**src/rtl/refdiv_pkg.sv**
```systemverilog
`timescale 1ns/1ps
package refdiv_pkg;
  parameter int CODE_W = 3;
  parameter int MAX_S2 = 20;

  // Second-stage ratio per select code (total ratio = 100 * this)
  function automatic int unsigned stage2_ratio(input logic [CODE_W-1:0] code);
    case (code)
      3'b000:  return 16;
      3'b001:  return 8;
      3'b010:  return 4;
      3'b011:  return 2;
      3'b100:  return 20;
      3'b101:  return 10;
      3'b110:  return 5;
      default: return 1;
    endcase
  endfunction
endpackage

```
**src/rtl/refdiv_sync.sv**
```systemverilog
`timescale 1ns/1ps
module refdiv_sync #(
  parameter int W = 3,
  parameter int STAGES = 2
) (
  input  logic         clk,
  input  logic         rst_n,
  input  logic [W-1:0] d,
  output logic [W-1:0] q
);
  logic [W-1:0] stg [STAGES];

  for (genvar i = 0; i < STAGES; i++) begin : g_stage
    always_ff @(posedge clk or negedge rst_n) begin
      if (!rst_n) stg[i] <= '0;
      else if (i == 0) stg[i] <= d;
      else stg[i] <= stg[(i == 0) ? 0 : i-1];
    end
  end

  assign q = stg[STAGES-1];
endmodule

```
**src/rtl/refdiv_loader.sv**
```systemverilog
`timescale 1ns/1ps
module refdiv_loader
  import refdiv_pkg::*;
#(
  parameter int WORD_W = 19
) (
  input  logic              clk,
  input  logic              rst_n,
  input  logic              sclk_s,
  input  logic              sdat_s,
  input  logic              sload_s,
  output logic [CODE_W-1:0] hold_code,
  output logic              hold_upd
);
  logic [WORD_W-1:0] shreg;
  logic              sclk_q, sload_q;
  logic              sclk_rise, sload_rise;

  assign sclk_rise  = sclk_s & ~sclk_q;
  assign sload_rise = sload_s & ~sload_q;

  always_ff @(posedge clk or negedge rst_n) begin
    if (!rst_n) begin
      sclk_q  <= 1'b0;
      sload_q <= 1'b0;
      shreg   <= '0;
    end else begin
      sclk_q  <= sclk_s;
      sload_q <= sload_s;
      if (sclk_rise) shreg <= {shreg[WORD_W-2:0], sdat_s};
    end
  end

  // Code occupies the top bits: the first ones shifted in
  always_ff @(posedge clk or negedge rst_n) begin
    if (!rst_n) begin
      hold_code <= '0;
      hold_upd  <= 1'b0;
    end else begin
      hold_upd <= sload_rise;
      if (sload_rise) hold_code <= shreg[WORD_W-1 -: CODE_W];
    end
  end
endmodule

```
**src/rtl/refdiv_prescale.sv**
```systemverilog
`timescale 1ns/1ps
module refdiv_prescale #(
  parameter int PRE_DIV = 100
) (
  input  logic clk,
  input  logic rst_n,
  output logic tick,
  output logic mon
);
  localparam int PRE_W = $clog2(PRE_DIV);
  localparam int HALF  = PRE_DIV / 2;

  logic [PRE_W-1:0] pcnt;

  assign tick = (pcnt == PRE_W'(PRE_DIV-1));

  always_ff @(posedge clk or negedge rst_n) begin
    if (!rst_n) begin
      pcnt <= '0;
      mon  <= 1'b0;
    end else begin
      pcnt <= tick ? '0 : pcnt + 1'b1;
      if (tick || pcnt == PRE_W'(HALF-1)) mon <= ~mon;
    end
  end
endmodule

```
**src/rtl/refdiv_stage2.sv**
```systemverilog
`timescale 1ns/1ps
module refdiv_stage2
  import refdiv_pkg::*;
(
  input  logic              clk,
  input  logic              rst_n,
  input  logic              tick,
  input  logic [CODE_W-1:0] new_code,
  input  logic              new_upd,
  output logic [CODE_W-1:0] act_code,
  output logic              pulse
);
  localparam int S2_W = $clog2(MAX_S2 + 1);

  logic [S2_W-1:0] s2cnt, lim;
  logic            pend;

  assign lim = S2_W'(stage2_ratio(act_code) - 1);

  always_ff @(posedge clk or negedge rst_n) begin
    if (!rst_n) begin
      act_code <= '0;
      s2cnt    <= '0;
      pend     <= 1'b0;
      pulse    <= 1'b0;
    end else begin
      pulse <= 1'b0;
      if (new_upd) pend <= 1'b1;
      if (tick) begin
        if (pend || new_upd) begin
          act_code <= new_code;
          s2cnt    <= '0;
          pend     <= 1'b0;
        end else if (s2cnt == lim) begin
          s2cnt <= '0;
          pulse <= 1'b1;
        end else begin
          s2cnt <= s2cnt + 1'b1;
        end
      end
    end
  end
endmodule

```
**src/rtl/refdiv_top.sv**
```systemverilog
`timescale 1ns/1ps
module refdiv_top
  import refdiv_pkg::*;
#(
  parameter int PRE_DIV     = 100,
  parameter int WORD_W      = 19,
  parameter int SYNC_STAGES = 2
) (
  input  logic clk_ref,
  input  logic rst_n,
  input  logic ser_clk,
  input  logic ser_data,
  input  logic ser_load,
  output logic cmp_pulse,
  output logic mon_out
);
  logic [2:0]        ser_s;
  logic              pre_tick;
  logic [CODE_W-1:0] hold_code, act_code;
  logic              hold_upd;

  refdiv_sync #(.W(3), .STAGES(SYNC_STAGES)) u_sync (
    .clk(clk_ref), .rst_n(rst_n),
    .d({ser_load, ser_data, ser_clk}), .q(ser_s)
  );

  refdiv_loader #(.WORD_W(WORD_W)) u_load (
    .clk(clk_ref), .rst_n(rst_n),
    .sclk_s(ser_s[0]), .sdat_s(ser_s[1]), .sload_s(ser_s[2]),
    .hold_code(hold_code), .hold_upd(hold_upd)
  );

  refdiv_prescale #(.PRE_DIV(PRE_DIV)) u_pre (
    .clk(clk_ref), .rst_n(rst_n), .tick(pre_tick), .mon(mon_out)
  );

  refdiv_stage2 u_s2 (
    .clk(clk_ref), .rst_n(rst_n), .tick(pre_tick),
    .new_code(hold_code), .new_upd(hold_upd),
    .act_code(act_code), .pulse(cmp_pulse)
  );
endmodule

```
**config.mk**
```make
export PLATFORM = sky130hd
export DESIGN_NAME = refdiv_top
export DESIGN_NICKNAME = d
export VERILOG_FILES = /design/src/rtl/refdiv_pkg.sv /design/src/rtl/refdiv_sync.sv /design/src/rtl/refdiv_loader.sv /design/src/rtl/refdiv_prescale.sv /design/src/rtl/refdiv_stage2.sv /design/src/rtl/refdiv_top.sv
export SDC_FILE = /design/constraint.sdc
export NUM_CORES = 1
export LEC_CHECK = 0
export BUFFER_PORTS_ARGS = -buffer_cell sky130_fd_sc_hd__buf_4
export CORE_MARGIN = 5
export CORE_UTILIZATION = 34
export CTS_BUF_LIST = sky130_fd_sc_hd__clkbuf_4 sky130_fd_sc_hd__clkbuf_8
export DETAILED_ROUTE_END_ITERATION = 6
export PLACE_DENSITY = 0.53
export SLEW_MARGIN = 20
export SYNTH_ARGS = -nofsm -noshare
export SYNTH_HDL_FRONTEND = slang
export SYNTH_HIERARCHICAL = 1
export SYNTH_SLANG_ARGS = --single-unit
```
**constraint.sdc**
```tcl
create_clock -name clk_ref -period 2 [get_ports clk_ref]
set_input_delay 0.3 -clock clk_ref [delete_from_list [all_inputs] [get_ports clk_ref]]
set_output_delay 0.3 -clock clk_ref [all_outputs]
set_load 0.02 [all_outputs]
```
## Word-level counts from Yosys, hierarchy flattened

Cells that the tools add are included.

| storage, ports and cells | value |
|---|---|
| register bits after elaboration | 49 |
| output and inout port bits | 2 |
| word-level logic and storage cells | 44 |

| cells by class | value |
|---|---|
| add/subtract/negate cells | 3 |
| equal/unequal tests | 9 |
| multiplexer cells | 10 |
| bitwise operators | 5 |
| reductions and logical operators | 4 |

Operator list:

| cell | count |
|---|---|
| 5-bit case mux with 7 select lines | 1 |
| 5-bit two-way mux | 2 |
| 3-bit equality test (second input constant) | 3 |
| 7-bit by 1-bit adder with 7-bit output (second input constant) | 1 |
| 7-bit by 6-bit equality test with 1-bit output (second input constant) | 1 |
| 7-bit equality test (second input constant) | 1 |
| 7-bit two-way mux | 1 |
| 3-bit by 2-bit equality test with 1-bit output (second input constant) | 2 |
| 1-bit two-way mux | 6 |
| 5-bit by 1-bit adder with 5-bit output (second input constant) | 1 |
| 5-bit equality test | 1 |
| 5-bit by 1-bit subtractor with 5-bit output (second input constant) | 1 |
| 3-bit by 1-bit equality test with 1-bit output (second input constant) | 1 |
| 3-bit logical NOT | 1 |
| 1-bit inverter | 3 |
| 1-bit bitwise AND | 2 |
| 1-bit logical OR | 2 |
| 2-bit AND reduction | 1 |

## Longest topological paths before layout

Gate-level depths: netlist of run 1.

| logic depth | value |
|---|---|
| depth in word-level cells | 7 |
| gate-level depth with buffers | 8 |
| mapped depth without buffers | 8 |

## Modules after synthesis

The synthesis of run 1 kept the hierarchy.

Modules (own cells, without submodules):

| module | times used | cells each | area each (um^2) | sequential area each (um^2) |
|---|---|---|---|---|
| refdiv_loader | 1 | 51 | 962.2 | 625.6 |
| refdiv_stage2 | 1 | 63 | 601.8 | 250.2 |
| refdiv_prescale | 1 | 36 | 389.1 | 200.2 |
| refdiv_sync | 1 | 9 | 172.7 | 150.1 |

## Worst setup path after synthesis of run 1

No wires, ideal clock.

| timing path | value |
|---|---|
| path kind | register to register |
| start point | reg u_s2.act_code[2] |
| end point | reg u_s2.s2cnt[1] |
| library setup time | 141 ps |
| data arrival time | 1,885 ps |
| required time | 1,859 ps |
| setup slack | -27 ps |
| cell stages (with the launch flop) | 9 |
| path buffers | 0 |
| period minus slack after synthesis | 2,027 ps |
| path through | dfrtp_1 -> nor2b_1 -> o21ai_1 -> ha_1 -> xor2_1 -> nor4b_2 -> nor3_1 -> nor4_4 -> o22ai_1 |

| between the ends | value |
|---|---|
| longest elaborated chain between the ends | 6 |

Ends and longest elaborated chain:

| what | RTL line | RTL |
|---|---|---|
| from (decl) | refdiv_stage2.sv:10 | `output logic [CODE_W-1:0] act_code,` |
| from (signal assigned) | refdiv_stage2.sv:31 | `act_code <= new_code;` |
| 3-bit equality test, or another cell as far along | refdiv_pkg.sv:8 | `case (code)` |
| 5-bit case mux with 7 select lines * | refdiv_pkg.sv:8 |  |
| 5-bit by 1-bit subtractor with 5-bit output * | refdiv_stage2.sv:18 | `assign lim = S2_W'(stage2_ratio(act_code) - 1);` |
| 5-bit equality test * | refdiv_stage2.sv:34 | `end else if (s2cnt == lim) begin` |
| 5-bit two-way mux * | refdiv_stage2.sv:34 |  |
| 5-bit two-way mux * | refdiv_stage2.sv:30 | `if (pend \|\| new_upd) begin` |
| to (signal assigned) | refdiv_stage2.sv:38 | `s2cnt <= s2cnt + 1'b1;` |
| to (decl) | refdiv_stage2.sv:15 | `logic [S2_W-1:0] s2cnt, lim;` |

Every way passes the cells marked *; elsewhere a longest branch is shown, timed or not.
A chain may end at the register's enable or synchronous reset.

## Final worst setup path of run 1

| timing path | value |
|---|---|
| start point | reg u_s2.act_code[2] |
| end point | reg u_s2.s2cnt[4] |

Same word-level chain as after synthesis.

==> results.toml, run 1 <==
[pwr]
p_leak_nw = 1.102
p_per_area_nw_per_um2 = 816.5
seqPwrFrac_pct = 60.8
combPwrFrac_pct = 12.0
switchingPower_w = 0.0004506
power_frac_clock_pct = 27.2
swShare_pct = 22.39
ir_worst_vdd_mv = 0.5226
p_int_w = 0.001562

[die]
dieArea_sq_um = 7933
dieWidth_um = 89.07
die_h_um = 89.07
start_util_pct = 35.48
core_area_sq_um = 5991
io_pins = 7
num_rows = 28

[setup_path]
path_common_cell = "nor2b_4"
cp_data_required_time_ns = 2.16
crit_chain = "nor2b_4, o21ai_2, ha_4, nor2b_4, o31ai_4, xnor2_2, nor4_4, o22ai_1"
cp-end-kind = "flop"
path_class = "flop to flop"
arrival_ns = 2.16
crit_buf_inv = 0
r2r_cells = 8
cp_slowest_cell = "dfrtp_1"
reg2reg_to = "u_s2/s2cnt[4]"
r2r_slack_ns = -0.001
rr_startpoint = "u_s2/act_code[2]"
path_delay_family = "simple AND/OR/NAND/NOR gates"
max_stage_delay_ns = 0.42
cp_max_fo = 6
startpoint_type = "flop"

[clocking]
clk_pin_slew_ns = 0.08
cts_made_buffers = 5
cts_tree = "done"
cts_root_buf = "clkbuf_8"
clock_latency_ns = 0.29
ctsHtreeMaxLevel = 2
clkSinkCount = 49
cts_buffer_depth = 2
cts_hold_buf = 0

[route]
num_vias = 1197
route.detailed.drc = 0
wl_per_cell_um = 12.46
routed_via_density = 4.769
drt_wl_total_mm = 3.127
first_pass_iters = 4
drtIter0Drc = 53
postRouteAntennaNets = 0

[synth]
synth_most_common_cell = "dfrtp_1"
synthTopCellsByCount = "dfrtp_1, mux2_2, mux2_4, nand2_1, nand3_1"
synth_edf_count = 0
yosysUniqueCellTypes = 37
synth_top_cell_by_area = "dfrtp_1"
avgSynthCellArea_sq_um = 13.37
seq_area_frac_synth_pct = 57.68
synth_fp_nets = 168
synth_top_area_share_pct = 57.68
syn_inst = 159
ys_top_cells_by_area = "dfrtp_1, mux2_4, mux2_2"
synthFlopType = "dfrtp_1"
ys_seq_elements = 49
netlist_area_sq_um = 2126
async_flop_share_pct = 100.0
synth_warnings = 6

[global_route]
grt_overflow = 0
grt_max_degree = 50
antenna_found_initial = 0
grt_first_pass_wirelength_mm = 5.471
grt_usage_pct = 8.992
grt_pass1_vias = 1296

[sta]
worst_slack_ns = -0.001416
setup_viol = 1
fmax_mhz = 499.6
grt_setup_unrepaired = "true"
max_slew.worst_pin.slew_ns = 0.6214
finalHoldViolCount = 0
maxSlewHeadroom_pct = 58.48
post-route-period-util_pct = 100.1
worst_clock_skew_ns = 0.005467
fin_crit_ns = 2.001
drv_slew = 0

[cells_and_area]
n_antenna_cell = 0
nets = 185
fin_util_pct = 41.14
register_area_sq_um = 1226
syn2layout_area_growth_pct = 15.95
final_layout_size_suffix_gt1_share_pct = 34.09
multi_input_area_sq_um = 920.9
nFillCells = 542

[place]
gp_congestion = 0.6928
hpwlAfterDp_mm = 2.079
place_ws_ns = -0.1366
port_buffers = 6

[outcome]
status = "finished with violations"
violations = "negative setup slack"

[hold_path]
hold_class = "input port to asynchronous set/reset pin"

[job]
max-cap-violations = 0
sequential cells by signal, indices dropped and copies added (netlist names):
signal            cells
u_load/hold_upd       1
u_load/sclk_q         1
u_pre/pcnt            7
u_s2/pend             1
u_s2/s2cnt            5
u_s2/pulse            1
u_pre/mon             1
u_sync/stg            3
u_s2/act_code         3
u_load/shreg         19
u_load/sload_q        1
u_sync/q              3
u_load/hold_code      3
through the flow:
step                hold WS, ns  instances  power (W)   TNS [ns]  area (sq um)
global route            0.05748        251   0.002129    -0.7184          2465
floorplan              0.004409        159   0.001433          0          2126
finish                  0.01223        251   0.002013  -0.001416          2465
global placement         0.3359        241   0.001478    -0.1631          2260
detailed placement       0.3379        241   0.001492    -0.6104          2260
CTS                     0.02746        250   0.002057    -0.6819          2392
power groups by stage:
| stage | clock (W) | sequential, W | combinational, W |
|---|---|---|---|
| floorplan | 0 | 0.00122 | 0.000216 |
| global placement | 0 | 0.00124 | 0.000241 |
| detailed placement | 0 | 0.00125 | 0.000247 |
| CTS | 0.000583 | 0.00123 | 0.000248 |
| global route | 0.000626 | 0.00124 | 0.000261 |
| finish | 0.000547 | 0.00122 | 0.000242 |
worst register-to-register path, delay by kind of cell (launching register included):
family | cells | cell delay (ns)
flip-flops | 1 | 0.42
XOR/XNOR | 1 | 0.15
adder cells (fa/ha/maj) | 1 | 0.19
AO/OA/AOI/OAI | 3 | 0.39
AND/OR/NAND/NOR | 3 | 0.72
cells in the final DEF (no fill, tap or decap), drive strengths merged, types with 2 or more instances in the layout:
| cell type | count |
|---|---|
| dfrtp | 49 |
| mux2 | 25 |
| buf | 16 |
| nand2 | 10 |
| nand3 | 7 |
| nor2 | 7 |
| nor2b | 6 |
| clkbuf | 5 |
| inv | 5 |
| a21oi | 5 |
| xnor2 | 5 |
| o21ai | 5 |
| xor2 | 4 |
| ha | 4 |
| o22ai | 3 |
| o31ai | 3 |
| nand3b | 2 |
| nand2b | 2 |
| nor4b | 2 |
| nor4 | 2 |
worst max-delay path by stage:
stage	cells past startpoint	startpoint	endpoint	slack (ns)
final	8	u_s2/act_code[2]	u_s2/s2cnt[4]	-0.001
after global routing	8	u_s2/act_code[2]	u_s2/s2cnt[4]	-0.16
after CTS	8	u_s2/act_code[2]	u_s2/s2cnt[4]	-0.13
after detailed placement	8	u_s2/act_code[2]	u_s2/s2cnt[4]	-0.14
after global placement	8	u_s2/act_code[1]	u_s2/s2cnt[4]	-0.04
after floorplan	8	u_s2/act_code[2]	u_s2/s2cnt[1]	0.02
metal layers:
layer / track usage (%) / routed length [um] / vias up
met5: 0 / 0 / -
li1: - / - / 582
met4: 3.789 / 56 / 0
met1: 10.11 / 1443 / 591
met3: 4.147 / 86 / 7
met2: 14.78 / 1541 / 17
repair_timing:
action,4_1_cts,5_1_grt
pin swaps,8,6
setup endpoints to repair,6,6
setup buffers,2,1
resized for setup,6,10
cell type report:
cell class              count  share of cell area [%]
inverters                   5                  0.7614
repair buffers             16                   4.873
clock buffers               5                   2.792
clock inverters             2                  0.6599
multi-input cells          99                   37.36
well taps                  75                   3.807
flip-flops and latches     49                   49.75
cell families after synthesis:
logic type | count (synthesis) | share of synthesized area [%]
compound gates | 16 | 4.473
xor+xnor | 9 | 3.708
fa+ha+maj | 4 | 2.354
buf+inv | 11 | 3.590
flops | 49 | 57.68
mux | 26 | 15.48
simple gates | 44 | 12.71
Note: power is estimated with default switching activity, not from simulation.
==> inputs of run 2 (changes only) <==
ABC_AREA = 1   (was not set)
==> run 2 against run 1 <==
  * The run now ends clean
  * Worst setup slack improved by 0.30 ns
  * Critical path depth stayed put
  * Combinational power fell by 56%
  * Via count increased by 25%
  * Hold slack worse by 0.0072 ns
  * Cell count up 32%
  * Final area fell by 4.5%
  * Clock skew is 0.0026 ns higher
  * Fmax rose by 17%
==> results.toml, run 2 <==
[setup_path]
reg2reg_to = "u_s2/act_code[1]"
path_class = "flop to flop"
r2r_cells = 8
rr_startpoint = "u_pre/pcnt[0]"
startpoint_type = "flop"
cp-end-kind = "flop"
arrival_ns = 1.87
cp_data_required_time_ns = 2.16
cp_max_fo = 7
r2r_slack_ns = 0.29

[route]
route.detailed.drc = 0
first_pass_iters = 4
postRouteAntennaNets = 0
drtIter0Drc = 86
wl_per_cell_um = 10.43
routed_via_density = 4.491
drt_wl_total_mm = 3.462
num_vias = 1491

[clocking]
ctsHtreeMaxLevel = 2
cts_root_buf = "clkbuf_8"
clkSinkCount = 49
cts_buffer_depth = 2
cts_hold_buf = 0
cts_made_buffers = 5
cts_tree = "done"
clk_pin_slew_ns = 0.09
post_cts_resized = 0
postCtsSetupBuffers = 0
clock_latency_ns = 0.30

[synth]
async_flop_share_pct = 100.0
synthTopCellsByCount = "nand2_1, dfrtp_1, nand3_1, nor2_1, inv_1"
netlist_area_sq_um = 2183
synth_top_cell_by_area = "dfrtp_1"
yosysUniqueCellTypes = 20
synth_fp_nets = 258
synth_top_area_share_pct = 56.16
synth_edf_count = 0
synth_most_common_cell = "nand2_1"
syn_inst = 249
synth_warnings = 6
seq_area_frac_synth_pct = 56.16
avgSynthCellArea_sq_um = 8.768
ys_seq_elements = 49
synthFlopType = "dfrtp_1"
ys_top_cells_by_area = "dfrtp_1, nand2_1, nand3_1"

[cells_and_area]
fin_util_pct = 37.28
final_layout_size_suffix_gt1_share_pct = 10.98
n_antenna_cell = 0
nFillCells = 661
regMostFlops = "u_load/shreg"
stdcell_area_sq_um = 2354
nets = 263
mostFrequentLayoutCell = "nand2_1"
reg_top3 = "u_load/shreg x19, u_pre/pcnt x7, u_s2/s2cnt x5"
syn2layout_area_growth_pct = 7.794
layout_common_cells = "nand2_1, dfrtp_1, nand3_1"
fin_cells = 332
largest_reg_flops = 19

[job]
max-cap-violations = 0

[global_route]
grt_max_degree = 50
grt_usage_pct = 9.914
grt_overflow = 0
grt_first_pass_wirelength_mm = 6.817
antenna_found_initial = 0
grt_pass1_vias = 1529

[sta]
finalHoldViolCount = 0
drv_slew = 0
worst_clock_skew_ns = 0.008038
max_slew.worst_pin.slew_ns = 0.6133
maxSlewHeadroom_pct = 58.68
post-route-period-util_pct = 85.31
grt_setup_unrepaired = "false"
fin_crit_ns = 1.706
setup_viol = 0
fmax_mhz = 586.1
tns_ns = 0

[die]
num_rows = 29
die_h_um = 90.14
io_pins = 7
start_util_pct = 34.58
dieWidth_um = 90.14
core_area_sq_um = 6314
dieArea_sq_um = 8124

[pwr]
p_leak_nw = 1.227
combPwrFrac_pct = 5.8
p_per_area_nw_per_um2 = 776.8
switchingPower_w = 0.0004411
ir_worst_vdd_mv = 0.5582
finalPower_w = 0.001828
p_int_w = 0.001387
power_frac_clock_pct = 34.1
seqPwrFrac_pct = 60.1
swShare_pct = 24.13

[hold_path]
hold_class = "input port to asynchronous set/reset pin"

[place]
hpwlAfterDp_mm = 2.273
gp_congestion = 0.7645
postPlaceCellArea_sq_um = 2253
port_buffers = 6
place_inst = 324

[outcome]
status = "finished clean"
## run 2: changes by cell type in the layout (fill, tap and decap cells not counted), sizes merged, moves of 2 or more
| cell | previous run | this run |
|---|---|---|
| inv | 5 | 20 |
| o21ai | 5 | 2 |
| nor4 | 2 | 0 |
| buf | 16 | 7 |
| nor4b | 2 | 0 |
| o31ai | 3 | 0 |
| nand3 | 7 | 32 |
| o22ai | 3 | 0 |
| nand2 | 10 | 92 |
| nand2b | 2 | 0 |
| nor2 | 7 | 25 |
| nand3b | 2 | 4 |
| mux2 | 25 | 0 |
| nor2b | 6 | 0 |
## run 2: worst max-delay path by stage
stage                       end  depth (start not counted)              from  slack [ns]
2_1_floorplan     u_s2/s2cnt[0]                          9  u_s2/act_code[2]        0.48
5_1_grt           u_s2/s2cnt[3]                         10  u_s2/act_code[1]        0.08
3_3_place_gp   u_s2/act_code[1]                          8     u_pre/pcnt[0]        0.29
4_1_cts        u_s2/act_code[1]                          8     u_pre/pcnt[0]        0.25
6_report       u_s2/act_code[1]                          8     u_pre/pcnt[0]        0.29
3_5_place_dp   u_s2/act_code[1]                          8     u_pre/pcnt[0]        0.28
## run 2: through the flow
step | setup WS, ns | hold slack (ns)
after detailed placement | 0.2818 | 0.3387
after floorplan | 0.4789 | 0.004409
after CTS | 0.2500 | 0.02735
final | 0.2938 | 0.005005
after global routing | 0.07935 | 0.04707
after global placement | 0.2912 | 0.3310
## run 2: routing by layer
layer,up-vias,global-route usage [%],share of wire [%]
met5,-,0,0
met4,0,3.722,1.6
met3,4,2.588,2.8
met2,12,15.67,46
met1,695,13.04,49
li1,780,-,-
## run 2: power by group through the flow
stage	combinational [W]	sequential [W]	clock [W]
finish	0.000106	0.00110	0.000623
global route	0.000132	0.00111	0.000698
CTS	0.000111	0.00110	0.000651
detailed placement	0.000112	0.00112	0
global placement	0.000107	0.00112	0
floorplan	0.0000827	0.00111	0
## run 2: layout make-up
class,instances,area (sq um),share of cell area (%)
Sequential cell,49,1226,52.10
Clock buffer,6,82.58,3.509
Tap cell,77,96.34,4.094
Inverter,19,71.32,3.030
Timing Repair Buffer,7,52.55,2.233
Multi-Input combinational cell,172,807.0,34.29
Clock inverter,2,17.52,0.7443
## run 2: critical path, stage by stage (launching register included)
cell      delay [ns]
dfrtp_1         0.42
ha_1            0.26
inv_1           0.09
nor2_2          0.09
nand3b_2        0.12
inv_2           0.14
o21ai_0         0.25
nor2_1          0.16
a21oi_1         0.05
## run 2: cell families (layout without fill, tap and decap cells)
| kind of cell | after synthesis | in the layout | synth area share (%) |
|---|---|---|---|
| compound gates | 7 | 7 | 1.604 |
| flops | 49 | 49 | 56.16 |
| xor+xnor | 7 | 7 | 2.808 |
| buf+inv | 28 | 34 | 6.876 |
| simple gates | 154 | 154 | 30.26 |
| fa+ha+maj | 4 | 4 | 2.292 |
==> inputs of run 3 (changes only) <==
SYNTH_HIERARCHICAL = not set   (was 1)
==> run 3 against run 2 <==
  * Count of clock-buffer cells in the layout is the same
  * Non-clock buffer count is the same
  * First-iteration DRC count grew 5.8%
  * Sequential share of layout area grew 1.5 points
  * Clock skew shrank 0.0021 ns
  * Sequential cell count is the same
  * Combinational power grew 83%
  * Routed wire length shrank 17%
  * Register-to-register slack is essentially flat
  * Sequential power grew 11%
  * Critical endpoint is now u_s2.s2cnt[1]
==> results.toml, run 3 <==
[setup_path]
path_class = "flop to flop"
arrival_ns = 1.90
reg2reg_to = "u_s2.s2cnt[1]"
rr_startpoint = "u_s2.act_code[1]"
crit_chain = "nor2_1, inv_1, nand3_1, ha_1, nand2_1, nand2_1, nand2_1, nand2_1, nand2_1, nor2_1, nand2_1, nand2_1, nand2_1"
cp_slowest_cell = "dfrtp_1"
crit_path_end = "u_s2.s2cnt[1]"
critPathLaunch = "u_s2.act_code[1]"
r2r_cells = 13
max_stage_delay_ns = 0.43
cp-end-kind = "flop"
cp_max_fo = 6
startpoint_type = "flop"
cp_data_required_time_ns = 2.19
path_common_cell = "nand2_1"
r2r_slack_ns = 0.29

[cells_and_area]
n_antenna_cell = 0
regMostFlops = "u_load.shreg"
largest_reg_flops = 19
syn2layout_area_growth_pct = 12.62
nets = 216
stdcell_area_sq_um = 2288
final_layout_size_suffix_gt1_share_pct = 17.31
reg_top3 = "u_load.shreg x19, u_pre.pcnt x7, u_s2.s2cnt x5"
layout_common_cells = "dfrtp_1, nand2_1, nor2_1"
nFillCells = 572
fin_cells = 283
mostFrequentLayoutCell = "dfrtp_1"

[job]
max-cap-violations = 0

[clocking]
clk_pin_slew_ns = 0.09
post_cts_resized = 0
cts_buffer_depth = 2
clock_latency_ns = 0.30
cts_tree = "done"
cts_hold_buf = 0
clkSinkCount = 49
ctsHtreeMaxLevel = 2
cts_root_buf = "clkbuf_8"
cts_made_buffers = 5
postCtsSetupBuffers = 0

[place]
place_inst = 275
port_buffers = 6
hpwlAfterDp_mm = 1.890
place_ws_ns = 0.2874
gp_congestion = 0.7066
postPlaceCellArea_sq_um = 2165

[synth]
synth_edf_count = 0
synth_top_area_share_pct = 60.34
syn_inst = 196
ys_seq_elements = 49
synthFlopType = "dfrtp_1"
synth_fp_nets = 205
async_flop_share_pct = 100.0
avgSynthCellArea_sq_um = 10.37
synthTopCellsByCount = "dfrtp_1, nand2_1, nor2_1, inv_1, mux2_2"
synth_warnings = 0
netlist_area_sq_um = 2032
synth_top_cell_by_area = "dfrtp_1"
ys_top_cells_by_area = "dfrtp_1, nand2_1, mux2_2"
seq_area_frac_synth_pct = 60.34
yosysUniqueCellTypes = 22
synth_most_common_cell = "dfrtp_1"

[sta]
post-route-period-util_pct = 85.52
fmax_mhz = 584.7
tns_ns = 0
fin_crit_ns = 1.710
max_slew.worst_pin.slew_ns = 0.6867
finalHoldViolCount = 0
grt_setup_unrepaired = "false"
setup_viol = 0
worst_slack_ns = 0.2896
maxSlewHeadroom_pct = 54.11
drv_slew = 0
worst_clock_skew_ns = 0.005907

[die]
core_area_sq_um = 5851
dieWidth_um = 87.31
num_rows = 28
io_pins = 7
dieArea_sq_um = 7622
start_util_pct = 34.73
die_h_um = 87.31

[global_route]
top_usage_layer = "met2"
grt_overflow = 0
grt_first_pass_wirelength_mm = 5.561
grt_max_degree = 50
grt_pass1_vias = 1269
antenna_found_initial = 0
met2_usage_pct = 14.38
use_met1_pct = 11.84
grt_usage_pct = 9.095
grt_util_met3_pct = 2.838

[pwr]
p_per_area_nw_per_um2 = 950.5
p_leak_nw = 1.090
ir_worst_vdd_mv = 0.6223

[outcome]
status = "finished clean"

[route]
num_vias = 1228
drt_wl_total_mm = 2.867
drtIter0Drc = 91
wl_per_cell_um = 10.13
route.detailed.drc = 0
postRouteAntennaNets = 0
first_pass_iters = 4
routed_via_density = 4.339

[hold_path]
hold_class = "input port to asynchronous set/reset pin"
## run 3: stage by stage
| stage | util (%) | hold slack (ns) | total power, W |
|---|---|---|---|
| after floorplan | - | 0.004409 | 0.001380 |
| after global placement | 37.00 | 0.3331 | 0.001438 |
| after detailed placement | 37.00 | 0.3387 | 0.001448 |
| after CTS | 39.11 | 0.03151 | 0.002214 |
| after global routing | 39.11 | 0.05475 | 0.002306 |
| final | 39.11 | 0.004445 | 0.002175 |
## run 3: kinds of logic after synthesis
group                      Yosys count  share of synthesized area, %
adders and majority gates            4                         2.463
xor gates and xnor gates            11                         4.742
DFF                                 49                         60.35
and+or+nand+nor                     83                         17.24
muxes                               14                         7.759
buffers and inverters               22                         4.248
AOI/OAI and AO/OA                   13                         3.201
## run 3: per-layer routing
metal / wire [um] / part of all wire [%] / up-vias
met2: 1274 / 44 / 15
met3: 109 / 3.8 / 5
met5: 0 / 0 / -
met4: 28 / 0.98 / 0
met1: 1454 / 51 / 570
li1: - / - / 638
## run 3: area by class of cell
| type | count | area [sq um] | share of cell area (%) |
|---|---|---|---|
| clock inverter | 2 | 41.29 | 1.804 |
| multi-input combinational | 125 | 719.4 | 31.44 |
| tap | 75 | 93.84 | 4.101 |
| sequential | 49 | 1226 | 53.58 |
| timing repair buffer | 7 | 52.55 | 2.296 |
| inverter | 19 | 72.57 | 3.171 |
| clock buffer | 6 | 82.58 | 3.609 |
## run 3: how the worst min path moves through the flow
stage                     endpoint  slack, ns
6_report                 u_pre.mon      0.004
5_1_grt           u_load.shreg[13]       0.05
4_1_cts                  u_pre.mon       0.03
3_5_place_dp           u_sync.q[2]       0.34
3_3_place_gp           u_sync.q[1]       0.33
2_1_floorplan  u_load.hold_code[0]      0.004
## run 3: critical path, delay by kind of cell (launching register included)
family / cells / cell delay [ns]
flip-flops: 1 / 0.43
buffers and inverters: 1 / 0.06
AND/OR/NAND/NOR: 11 / 0.88
adder cells (fa/ha/maj): 1 / 0.24
## run 3: report_power, final
part           switching (W)  internal, W
Combinational      0.0000790     0.000115
Clock               0.000341     0.000416
Sequential         0.0000685      0.00116
